--- config.mk ---
export PLATFORM = sky130hd
export DESIGN_NAME = gpio_bank
export DESIGN_NICKNAME = d
export VERILOG_FILES = /design/src/rtl/gpio_pkg.sv /design/src/rtl/gpio_cfg_store.sv /design/src/rtl/gpio_pad_ctl.sv /design/src/rtl/gpio_bank.sv
export SDC_FILE = /design/constraint.sdc
export NUM_CORES = 2
export LEC_CHECK = 0
export BUFFER_PORTS_ARGS = -buffer_cell sky130_fd_sc_hd__buf_4
export CORE_MARGIN = 2
export CORE_UTILIZATION = 50
export CTS_BUF_LIST = sky130_fd_sc_hd__clkbuf_2 sky130_fd_sc_hd__clkbuf_4 sky130_fd_sc_hd__clkbuf_8
export DETAILED_ROUTE_END_ITERATION = 10
export PLACE_DENSITY = 0.68
export SYNTH_ARGS = -nofsm -noshare
export SYNTH_HDL_FRONTEND = slang
export SYNTH_SLANG_ARGS = --single-unit
--- constraint.sdc ---
create_clock -name clk -period 2.8 [get_ports clk]
set_input_delay 0.42 -clock clk [delete_from_list [all_inputs] [get_ports clk]]
set_output_delay 0.42 -clock clk [all_outputs]
set_load 0.05 [all_outputs]
--- src/rtl/gpio_pkg.sv ---
package gpio_pkg;

    typedef enum logic {
        ST_IDLE = 1'b0,
        ST_RESP = 1'b1
    } port_state_t;

    typedef struct packed {
        logic [9:0] fsel;
        logic       odrain;
        logic       irq_edge;
        logic       irq_on;
        logic       invert;
        logic       drive_en;
    } pin_cfg_t;

    // 8-byte word indices of the register map
    localparam int W_INPUT = 0;
    localparam int W_SET   = 1;
    localparam int W_CLR   = 2;
    localparam int W_CONST = 18;
    localparam int W_CFG   = 128;

    function automatic pin_cfg_t word_to_cfg(input logic [63:0] w);
        pin_cfg_t c;
        c.drive_en = w[0];
        c.invert   = w[1];
        c.irq_on   = w[2];
        c.irq_edge = w[3];
        c.odrain   = w[12];
        c.fsel     = w[25:16];
        return c;
    endfunction

    function automatic logic [63:0] cfg_to_word(input pin_cfg_t c);
        logic [63:0] w;
        w        = '0;
        w[0]     = c.drive_en;
        w[1]     = c.invert;
        w[2]     = c.irq_on;
        w[3]     = c.irq_edge;
        w[12]    = c.odrain;
        w[25:16] = c.fsel;
        return w;
    endfunction

endpackage

--- src/rtl/gpio_cfg_store.sv ---
module gpio_cfg_store
    import gpio_pkg::*;
#(
    parameter int NPINS = 64,
    localparam int IW   = (NPINS > 1) ? $clog2(NPINS) : 1
) (
    input  logic          clk,
    input  logic          rst_n,
    input  logic          wr_en,
    input  logic [IW-1:0] wr_idx,
    input  pin_cfg_t      wr_cfg,
    output pin_cfg_t      cfg [NPINS]
);

    for (genvar p = 0; p < NPINS; p++) begin : g_pin
        always_ff @(posedge clk) begin
            if (!rst_n) begin
                cfg[p] <= '0;
            end else if (wr_en && (wr_idx == IW'(p))) begin
                cfg[p] <= wr_cfg;
            end
        end
    end

endmodule

--- src/rtl/gpio_pad_ctl.sv ---
module gpio_pad_ctl
    import gpio_pkg::*;
#(
    parameter int NPINS = 64
) (
    input  pin_cfg_t         cfg [NPINS],
    input  logic [NPINS-1:0] latch,
    input  logic [NPINS-1:0] in_q,
    output logic [NPINS-1:0] pad_out,
    output logic [NPINS-1:0] pad_oe,
    output logic [NPINS-1:0] pad_od,
    output logic [NPINS-1:0] in_view
);

    for (genvar p = 0; p < NPINS; p++) begin : g_pin
        logic owned;
        logic level;
        assign owned      = (cfg[p].fsel == '0);
        assign level      = latch[p] ^ cfg[p].invert;
        assign pad_out[p] = level;
        assign pad_od[p]  = owned & cfg[p].drive_en & cfg[p].odrain;
        assign pad_oe[p]  = owned & cfg[p].drive_en & (~cfg[p].odrain | ~level);
        assign in_view[p] = in_q[p] ^ cfg[p].invert;
    end

endmodule

--- src/rtl/gpio_bank.sv ---
module gpio_bank
    import gpio_pkg::*;
#(
    parameter int         NPINS    = 64,
    parameter int         AW       = 12,
    parameter logic [7:0] VEC_BASE = 8'd48
) (
    input  logic             clk,
    input  logic             rst_n,
    input  logic             req,
    input  logic             we,
    input  logic [AW-1:0]    addr,
    input  logic [63:0]      wdata,
    output logic             ready,
    output logic             rvalid,
    output logic [63:0]      rdata,
    input  logic [NPINS-1:0] pad_in,
    output logic [NPINS-1:0] pad_out,
    output logic [NPINS-1:0] pad_oe,
    output logic [NPINS-1:0] pad_od
);

    localparam int IW = (NPINS > 1) ? $clog2(NPINS) : 1;
    localparam int WW = AW - 3;

    port_state_t      state_q, state_d;
    logic             accept;
    logic [WW-1:0]    word;
    logic [WW-1:0]    cfg_off;
    logic             hit_set, hit_clr, hit_in, hit_const, hit_cfg;
    logic [IW-1:0]    cfg_idx;
    logic [NPINS-1:0] out_latch;
    logic [NPINS-1:0] in_q;
    logic [NPINS-1:0] in_view;
    logic [63:0]      rd_word;
    logic [63:0]      rdata_q;
    pin_cfg_t         cfg [NPINS];

    assign accept    = req && (state_q == ST_IDLE);
    assign word      = addr[AW-1:3];
    assign hit_in    = (word == WW'(W_INPUT));
    assign hit_set   = (word == WW'(W_SET));
    assign hit_clr   = (word == WW'(W_CLR));
    assign hit_const = (word == WW'(W_CONST));
    assign cfg_off   = word - WW'(W_CFG);
    assign hit_cfg   = (word >= WW'(W_CFG)) && (cfg_off < WW'(NPINS));
    assign cfg_idx   = cfg_off[IW-1:0];

    // state register
    always_ff @(posedge clk) begin
        if (!rst_n) state_q <= ST_IDLE;
        else        state_q <= state_d;
    end

    // next state
    always_comb begin
        state_d = state_q;
        unique case (state_q)
            ST_IDLE: if (accept && !we) state_d = ST_RESP;
            ST_RESP: state_d = ST_IDLE;
        endcase
    end

    // outputs of the port machine
    always_comb begin
        ready  = 1'b0;
        rvalid = 1'b0;
        unique case (state_q)
            ST_IDLE: ready  = 1'b1;
            ST_RESP: rvalid = 1'b1;
        endcase
    end

    always_ff @(posedge clk) begin
        if (!rst_n) begin
            out_latch <= '0;
        end else if (accept && we && hit_set) begin
            out_latch <= out_latch | wdata[NPINS-1:0];
        end else if (accept && we && hit_clr) begin
            out_latch <= out_latch & ~wdata[NPINS-1:0];
        end
    end

    always_ff @(posedge clk) begin
        if (!rst_n) in_q <= '0;
        else        in_q <= pad_in;
    end

    gpio_cfg_store #(.NPINS(NPINS)) u_cfg (
        .clk    (clk),
        .rst_n  (rst_n),
        .wr_en  (accept && we && hit_cfg),
        .wr_idx (cfg_idx),
        .wr_cfg (word_to_cfg(wdata)),
        .cfg    (cfg)
    );

    gpio_pad_ctl #(.NPINS(NPINS)) u_pad (
        .cfg     (cfg),
        .latch   (out_latch),
        .in_q    (in_q),
        .pad_out (pad_out),
        .pad_oe  (pad_oe),
        .pad_od  (pad_od),
        .in_view (in_view)
    );

    always_comb begin
        rd_word = '0;
        if (hit_in)         rd_word = 64'(in_view);
        else if (hit_set)   rd_word = 64'(out_latch);
        else if (hit_const) rd_word = {48'd0, VEC_BASE, 8'(NPINS)};
        else if (hit_cfg)   rd_word = cfg_to_word(cfg[cfg_idx]);
    end

    always_ff @(posedge clk) begin
        if (!rst_n)                rdata_q <= '0;
        else if (accept && !we)    rdata_q <= rd_word;
    end

    assign rdata = rdata_q;

endmodule

==> impl_metrics.py <==
metrics = {
    "run_status": {
        "status": "finished with violations",
        "violations": "negative setup slack",
    },
    "worst_setup_path": {
        "crit_start": "u_cfg.cfg[70]",
        "r2r_slack_ns": 0.10,
        "worstPathArrival_ns": 2.43,
        "crit_type": "reg2out",
        "worstSetupEndpointType": "primary output",
        "r2r_cells": 6,
        "r2r_start": "state_q",
        "cp.required_ns": 2.38,
        "start_kind": "flip-flop",
        "cp_max_fo": 3,
        "timing.rr.end": "u_cfg.cfg[881]",
    },
    "synthesis": {
        "synth_fa_ha_area_frac": 0,
        "synthMuxAreaShare": 0.1905,
        "synth-xor-area-share": 0.02009,
        "synth_top_area_cell": "dfxtp_1",
        "synthesis.area_mm2": 0.05579,
        "synth_edf_count": 0,
        "synth-simple-area-share": 0.2084,
        "ys.flop_type": "dfxtp_1",
        "asyncSetResetFlopFracSynth": 0,
        "yosys_warnings": 0,
        "synth_compound_area_frac": 0.1130,
        "ys_ff_latch": 1153,
        "synthTopCellsByArea": "dfxtp_1 41%, mux4_2 12%, mux2i_1 7.4%",
        "syn-num-nets": 5949,
        "synth_top_family_by_area": "simple AND/OR/NAND/NOR gates",
        "yosysSeqAreaShare": 0.4137,
        "avgSynthCellArea_um2": 9.612,
        "synth_cells": 5805,
        "synth_top_area_share": 0.4137,
        "yosysMostFrequentCell": "dfxtp_1",
        "synthTopCellsByCount": "1153 x dfxtp_1, 862 x nand2_1, 544 x a21boi_0",
        "post_synth_num_cell_types": 54,
    },
    "timing": {
        "fin_ws_ns": -0.04934,
        "hold_slack_ns": 0.06533,
        "period_needed_ns": 2.849,
        "slew_headroom": 0.1995,
        "setup_viol": 2,
        "worst_pin_slew_ns": 1.201,
        "clock_skew_ns": 0.03148,
        "finalCritPeriodShare": 1.018,
        "drv_slew": 0,
        "timing.final.hold_violations": 0,
        "max_freq_ghz": 0.3510,
    },
    "floorplanning": {
        "die_height_um": 338.1,
        "rows": 122,
        "die_w_um": 338.1,
        "ioPinCount": 402,
        "die_area_mm2": 0.1143,
        "coreArea_mm2": 0.1107,
        "initial_core_util": 0.5042,
    },
    "layout": {
        "nNetsFinal": 6339,
        "drive_gt1_frac": 0.2267,
        "utilization": 0.6036,
        "fill_cells": 9148,
        "design_area_mm2": 0.06680,
        "syn_to_final_growth_pct": 19.73,
    },
    "grt": {
        "overflow": 0,
        "grt_max_degree": 276,
        "grt_pass1_wl_um": 288700,
        "grt_pass1_vias": 44305,
        "antenna_found_initial": 7,
        "grt_usage": 0.3358,
    },
    "drt": {
        "routed_wl_um": 196500,
        "num_vias": 47125,
        "ant_nets": 0,
        "wire_per_inst_um": 25.07,
        "routed_via_density": 6.011,
        "drc": 0,
        "drt_iter0_markers": 5113,
        "drtPass1Iterations": 8,
    },
    "placed_design": {
        "gp_congestion": 0.9519,
        "portBuffers": 398,
        "postPlaceCellArea_mm2": 0.06082,
        "hpwl_um": 134900,
    },
    "min_path": {
        "hp-start": "wdata[16]",
        "min_to": "u_cfg.cfg[515]",
        "hp-class": "in2reg",
        "whs_path_depth": 3,
    },
    "pwr": {
        "power.density_mw_per_mm2": 526.5,
        "cellLeakagePower_nw": 24.09,
        "peakVddDrop_uv": 495.0,
    },
    "clocking": {
        "path_clk_slew_ns": 0.06,
        "clock_latency_ns": 0.89,
        "clockBufferDepth": 3,
        "htreeDepth": 4,
        "cts_tree": "built",
        "cts-root-buf": "clkbuf_8",
        "cts.sinks": 1153,
        "cts_buffers": 188,
    },
    "run": {
        "cap_violations": 0,
    },
}
-- logic make-up (layout without fill, tap and decap cells) --
group	Yosys count	count (layout)
flops	1153	1153
simple gates	2292	2292
compound gates	879	879
other cells	0	4
buf+inv	651	1194
xor+xnor	128	128
mux	702	702
-- final cells by class --
cell class	instances	area (um^2)	share of cell area
antenna	4	10.01	0.0001498
clock buffer	306	3780	0.05658
clock inverter	37	359.1	0.005376
inverter	66	247.7	0.003709
multi-input combinational	4001	30310	0.4537
sequential	1153	23090	0.3456
tap	1488	1862	0.02787
timing repair buffer	785	7146	0.1070
-- power breakdown --
group | internal (mW) | switching [mW] | leakage [nW] | total (mW)
logic | 1.00 | 1.51 | 12.6 | 2.51
clock network | 9.01 | 7.10 | 2.22 | 16.1
registers | 16.5 | 0.0550 | 9.31 | 16.6
-- critical path: stages (launching register included) --
cell,delay [ns]
dfxtp_1,0.33
nor4b_1,0.53
nand3_2,0.26
nor2_1,0.20
buf_4,0.22
-- per-layer routing --
metal / routed length [um] / track usage
met4: 10350 / 0.1733
met1: 81350 / 0.4596
met3: 18120 / 0.05829
met2: 86710 / 0.5099
met5: 13 / 0
-- flip-flops by register name (all words and copies together), names as in the netlist, named ones only --
name	count
u_cfg.cfg	960
in_q	64
state_q	1
rdata	64
-- through the flow --
| step | cells | power, mW | TNS [ns] | setup slack [ns] |
|---|---|---|---|---|
| 2_1_floorplan | 5805 | 18.30 | 0 | 0.4139 |
| 3_3_place_gp | 7362 | 19.22 | -0.1054 | -0.08786 |
| 3_5_place_dp | 7362 | 19.23 | -0.3902 | -0.1307 |
| 4_1_cts | 7833 | 35.21 | 0 | 0.0002010 |
| 5_1_grt | 7838 | 36.10 | -0.1895 | -0.08414 |
| 6_report | 7840 | 35.17 | -0.07880 | -0.04934 |
-- cell usage in the layout, fill, tap and decap left out, types with 11 or more instances in the layout --
cell type	synthesis	final
nand2_2	10	11
a221oi_1	48	48
a22o_1	16	16
nor4_2	2	24
a22oi_1	70	70
o21ai_0	49	49
dlygate4sd3_1	0	122
nor3_4	12	14
o31ai_1	14	14
a21boi_0	544	544
xor2_1	114	110
dfxtp_1	1153	1149
nor4_1	64	40
nand2_1	862	861
inv_1	66	66
xnor2_1	14	14
nor3_1	65	64
and2_1	66	66
clkbuf_4	0	69
a21oi_1	99	94
nor2_1	154	142
nor3b_1	48	47
buf_12	0	73
clkbuf_8	0	237
clkinv_2	0	22
mux4_2	288	288
nand3_2	3	17
nor4b_2	0	26
nor4b_1	64	35
a21boi_1	26	26
nor2_4	9	18
buf_4	101	584
nand3_1	444	430
nor2b_1	465	463
mux2i_1	413	413
-- worst max-delay path by stage --
stage / end / slack [ns] / depth (start not counted)
after floorplan: rdata[19] / 0.41 / 8
after global placement: rdata[12] / -0.09 / 11
after detailed placement: rdata[12] / -0.13 / 11
after CTS: pad_od[44] / 0.0002 / 4
after global routing: pad_od[59] / -0.08 / 4
final: pad_od[59] / -0.05 / 4
-- timing repair --
item | in CTS | in global routing
buffers inserted | 6 | 3
pin swaps | 13 | 8
hold buffers | 122 | 0
hold endpoints to repair | 179 | 0
gates resized for setup | 66 | 29
setup endpoints to repair | 75 | 35
No activity file was read; power rests on OpenSTA's default activity.
